File: config.mk
export PLATFORM = sky130hd
export DESIGN_NAME = irq_take_sequencer
export DESIGN_NICKNAME = d
export VERILOG_FILES = /design/src/rtl/irqseq_pkg.sv /design/src/rtl/irqseq_sync.sv /design/src/rtl/irqseq_mask.sv /design/src/rtl/irqseq_recog.sv /design/src/rtl/irq_take_sequencer.sv
export SDC_FILE = /design/constraint.sdc
export NUM_CORES = 1
export LEC_CHECK = 0
export BUFFER_PORTS_ARGS = -buffer_cell sky130_fd_sc_hd__buf_2
export CAP_MARGIN = 20
export CORE_AREA = 2 2 39 41
export DETAILED_ROUTE_END_ITERATION = 8
export DIE_AREA = 0 0 41 43
export SYNTH_ARGS = -nofsm -noshare
export SYNTH_HDL_FRONTEND = slang
export SYNTH_HIERARCHICAL = 1
export SYNTH_SLANG_ARGS = --single-unit
export TNS_END_PERCENT = 5
File: constraint.sdc
create_clock -name clk -period 1.12 [get_ports clk]
set_clock_uncertainty 0.1 [all_clocks]
set_input_delay 0.168 -clock clk [delete_from_list [all_inputs] [get_ports clk]]
set_output_delay 0.168 -clock clk [all_outputs]
set_load 0.02 [all_outputs]
File: src/rtl/irqseq_pkg.sv
package irqseq_pkg;

  typedef enum logic [1:0] {
    PH_LAST  = 2'b00,
    PH_FETCH = 2'b01,
    PH_MID   = 2'b10,
    PH_LATE  = 2'b11
  } phase_e;

  typedef enum logic [1:0] {
    OP_OTHER      = 2'b00,
    OP_CLEAR_MASK = 2'b01,
    OP_SET_MASK   = 2'b10,
    OP_PULL_FLAGS = 2'b11
  } op_class_e;

endpackage

File: src/rtl/irqseq_sync.sv
module irqseq_sync #(
  parameter int STAGES = 1
) (
  input  logic clk,
  input  logic rst_n,
  input  logic req_i,
  output logic req_o
);
  localparam int LAST = STAGES - 1;

  logic [LAST:0] chain_q;

  generate
    for (genvar g = 0; g < STAGES; g++) begin : g_stage
      if (g == 0) begin : g_first
        always_ff @(posedge clk or negedge rst_n) begin
          if (!rst_n) chain_q[g] <= 1'b0;
          else        chain_q[g] <= req_i;
        end
      end else begin : g_next
        always_ff @(posedge clk or negedge rst_n) begin
          if (!rst_n) chain_q[g] <= 1'b0;
          else        chain_q[g] <= chain_q[g-1];
        end
      end
    end
  endgenerate

  assign req_o = chain_q[LAST];
endmodule

File: src/rtl/irqseq_mask.sv
module irqseq_mask
  import irqseq_pkg::*;
#(
  parameter bit EARLY_ON_STALL = 1'b1
) (
  input  logic      clk,
  input  logic      rst_n,
  input  logic      rdy_i,
  input  phase_e    phase_i,
  input  op_class_e op_i,
  input  logic      pulled_i,
  output logic      mask_o
);
  logic mask_q;
  logic mask_d;
  logic end_of_op;
  logic early_hit;

  assign end_of_op = rdy_i && (phase_i == PH_LAST);

  // A stall during a clear or set lets the new flag value settle early;
  // a pull has no value to apply until its final cycle.
  generate
    if (EARLY_ON_STALL) begin : g_early
      assign early_hit = !rdy_i &&
                         ((op_i == OP_CLEAR_MASK) || (op_i == OP_SET_MASK));
    end else begin : g_late
      assign early_hit = 1'b0;
    end
  endgenerate

  always_comb begin
    mask_d = mask_q;
    if (end_of_op || early_hit) begin
      unique case (op_i)
        OP_CLEAR_MASK: mask_d = 1'b0;
        OP_SET_MASK:   mask_d = 1'b1;
        OP_PULL_FLAGS: mask_d = end_of_op ? pulled_i : mask_q;
        default:       mask_d = mask_q;
      endcase
    end
  end

  always_ff @(posedge clk or negedge rst_n) begin
    if (!rst_n) mask_q <= 1'b1;
    else        mask_q <= mask_d;
  end

  assign mask_o = mask_q;
endmodule

File: src/rtl/irqseq_recog.sv
module irqseq_recog
  import irqseq_pkg::*;
(
  input  logic   clk,
  input  logic   rst_n,
  input  logic   rdy_i,
  input  phase_e phase_i,
  input  logic   req_s_i,
  input  logic   mask_i,
  output logic   force_o
);
  logic stall_seen_q;
  logic pend_q;
  logic unmasked;
  logic judge;
  logic take_fetch;

  assign unmasked   = req_s_i && !mask_i;
  assign judge      = rdy_i && (phase_i == PH_LAST);
  assign take_fetch = rdy_i && (phase_i == PH_FETCH);

  // Remembers a request that was unmasked during a stall, so that a flag
  // set during that stall cannot hide it from the final-cycle judgement.
  always_ff @(posedge clk or negedge rst_n) begin
    if (!rst_n)      stall_seen_q <= 1'b0;
    else if (!rdy_i) stall_seen_q <= stall_seen_q | unmasked;
    else             stall_seen_q <= 1'b0;
  end

  always_ff @(posedge clk or negedge rst_n) begin
    if (!rst_n)          pend_q <= 1'b0;
    else if (judge)      pend_q <= unmasked | stall_seen_q;
    else if (take_fetch) pend_q <= 1'b0;
  end

  assign force_o = pend_q && take_fetch;
endmodule

File: src/rtl/irq_take_sequencer.sv
module irq_take_sequencer
  import irqseq_pkg::*;
#(
  parameter int SYNC_STAGES    = 1,
  parameter bit EARLY_ON_STALL = 1'b1
) (
  input  logic       clk,
  input  logic       rst_n,
  input  logic       irq_req_i,
  input  logic       rdy_i,
  input  logic [1:0] phase_i,
  input  logic [1:0] op_class_i,
  input  logic       pulled_mask_i,
  output logic       mask_o,
  output logic       force_brk_o
);
  phase_e    phase;
  op_class_e op_class;
  logic      req_s;
  logic      mask;

  assign phase    = phase_e'(phase_i);
  assign op_class = op_class_e'(op_class_i);

  irqseq_sync #(.STAGES(SYNC_STAGES)) u_sync (
    .clk   (clk),
    .rst_n (rst_n),
    .req_i (irq_req_i),
    .req_o (req_s)
  );

  irqseq_mask #(.EARLY_ON_STALL(EARLY_ON_STALL)) u_mask (
    .clk      (clk),
    .rst_n    (rst_n),
    .rdy_i    (rdy_i),
    .phase_i  (phase),
    .op_i     (op_class),
    .pulled_i (pulled_mask_i),
    .mask_o   (mask)
  );

  irqseq_recog u_recog (
    .clk     (clk),
    .rst_n   (rst_n),
    .rdy_i   (rdy_i),
    .phase_i (phase),
    .req_s_i (req_s),
    .mask_i  (mask),
    .force_o (force_brk_o)
  );

  assign mask_o = mask;
endmodule

==> reports/metrics.yaml <==
status: "finished, violations left"
violations: "setup timing"
combPwrFrac: 0.250
synth_cell_types: 14
antenna_found_initial: 0
grt_start_max_net_pins: 5
htreeDepth: 1
grt-ovfl-total: 0
endpoint_kind: "output pin"
syn_avg_cell_area_sq_um: 11.0
grt_pass1_vias: 163
cts_tree: "built"
slowest_stage: "dfstp_2"
cts_buffers: 3
power_density_nw_per_um2: 1360
p_sw_frac: 0.259
clock_latency_ns: 0.24
grt_pass1_wl_um: 614
start_util: 0.167
met3WireLength_um: 27
synth-edff-count: 0
routed_wl_um: 413
top_layer: "met3"
die_x_um: 41
clockRootBuffer: "clkbuf_4"
cp_max_fo: 3
via_per_inst: 3.81
core_sq_um: 1380
synthFlopType: "dfrtp_1"
rsz0062_at_grt: "yes"
ir_worst_vdd_mv: 0.321
ys_seq_area_frac: 0.438
place.gp.congestion: 0.596
switching_power_mw: 0.129
finalCriticalPeriod_ns: 1.15
drt-initial-drc-count: 2
dieArea_sq_um: 1760
async_reset_ff_frac: 1.00
nFillCells: 156
seqPwrFrac: 0.364
power_frac_clock: 0.386
hold_path_class: "input port to register"
ys_warn_count: 6
synth_seq_cells: 4
port_buffers: 10
fp.dieH_um: 43
cpPeakStageDelay_ns: 0.53
path_buf_inv: 1
antenna_left: 0
clock_sinks: 4
final_nets: 50
setup_slack_ns: -0.0254
dr.pass1.iters: 2
power_leakage_nw: 0.177
wl_met2_um: 203
critPathRequiredTime_ns: 0.85
gr-usage-all-layers: 0.0595
layout_commonest_cell: "buf_2"
syn_nets: 32
arrival_ns: 0.88
startpoint_type: "register"
criticalPathCategory: "register to output pin"
setup_viol: 2
max_freq_mhz: 873
cts_buffer_depth: 2
drcViolationCount: 0
post-route-util: 0.266
area_growth_pct: 58.9
clk_pin_slew_ns: 0.04
finalCritPeriodShare: 1.02
max_cap_viol_count: 0
diodes: 0
drive_gt1_frac: 0.526
layout_common_cells: "buf_2, clkbuf_4, dfrtp_1"
drv_slew: 0
num_rows: 14
r2r_setup_slack_ns: 0.08
wl_per_cell_um: 7.65
dp_hpwl_um: 349
met1_length_um: 182
setup_tns_ns: -0.0255
tightest_slew_ns: 0.163
synth_cells: 21
num_io_pins: 11
crit_family: "flip-flops"
hold_viol: 0
cp_cell_sequence: "buf_6"
slew_headroom: 0.890
syn_area_sq_um: 231
vias: 206
p_int_mw: 0.370
## kinds of logic (layout without fill, tap and decap cells)
logic type	after synthesis	in the layout	synth area share
AOI/OAI and AO/OA	6	6	0.232
adders and majority gates	2	2	0.108
buffers and inverters	2	19	0.0324
DFF	4	4	0.438
and+or+nand+nor	7	7	0.189
## state kept, by name, summed over array words and instances (netlist names)
signal	cells
u_sync/req_o	1
u_recog/stall_seen_q	1
u_mask/mask_o	1
u_recog/pend_q	1
## cell usage after synthesis, types with 2 or more instances
cell type  instances  area, sq um
a21oi_1            2         10.0
dfrtp_1            3         75.1
ha_1               2         25.0
inv_1              2         7.51
nand2_1            2         7.51
nor2_1             2         7.51
## stage by stage
stage / std cells / total power, mW / cell area [sq um] / setup WS (ns) / hold WS, ns
after floorplan: 21 / 0.238 / 231 / 0.0308 / -0.228
after global placement: 47 / 0.277 / 302 / 0.0248 / -0.124
after detailed placement: 47 / 0.280 / 302 / 0.0146 / -0.123
after CTS: 54 / 0.509 / 364 / -0.0380 / 0.0730
after global routing: 54 / 0.532 / 368 / -0.0641 / 0.0801
final: 54 / 0.500 / 368 / -0.0254 / 0.0793
## per-layer routing
layer	vias to the layer above	track usage
met5	-	0
met4	0	0.100
met3	0	0.0157
met2	7	0.0625
met1	94	0.0686
li1	105	-
## power groups by stage
stage                     Clock [mW]  Sequential [mW]  Combinational (mW)
final                          0.193            0.182               0.125
after floorplan                    0            0.190              0.0477
after detailed placement           0            0.182              0.0976
after global placement             0            0.182              0.0945
after global routing           0.210            0.185               0.137
after CTS                      0.204            0.181               0.125
## what timing repair did
action	in CTS	in global routing
cloned	0	0
buffers inserted	1	0
pin swaps	0	0
setup endpoints to repair	2	4
endpoints found under the hold margin	5	0
hold buffers	2	0
resized for setup	3	1
## area by class of cell
cell class,instances,area (sq um),share of cell area
multi-input cells,15,126,0.344
repair buffers,13,86.3,0.235
clock buffers,4,26.3,0.0714
inverters,2,7.51,0.0204
flip-flops and latches,4,101,0.276
well taps,16,20.0,0.0544
## path summary, 6_finish.rpt
kind	startpoint	to	cells past startpoint
setup / recovery	u_mask/mask_o	mask_o	1
hold / removal	phase_i[0]	u_recog/pend_q	2
setup reg to reg	u_mask/mask_o	u_recog/pend_q	3
hold reg to reg	u_recog/pend_q	u_recog/pend_q	2
max in group asynchronous	rst_n	u_mask/mask_o	2
min in group asynchronous	rst_n	u_recog/pend_q	2
Note: power is estimated with default switching activity, not from simulation.
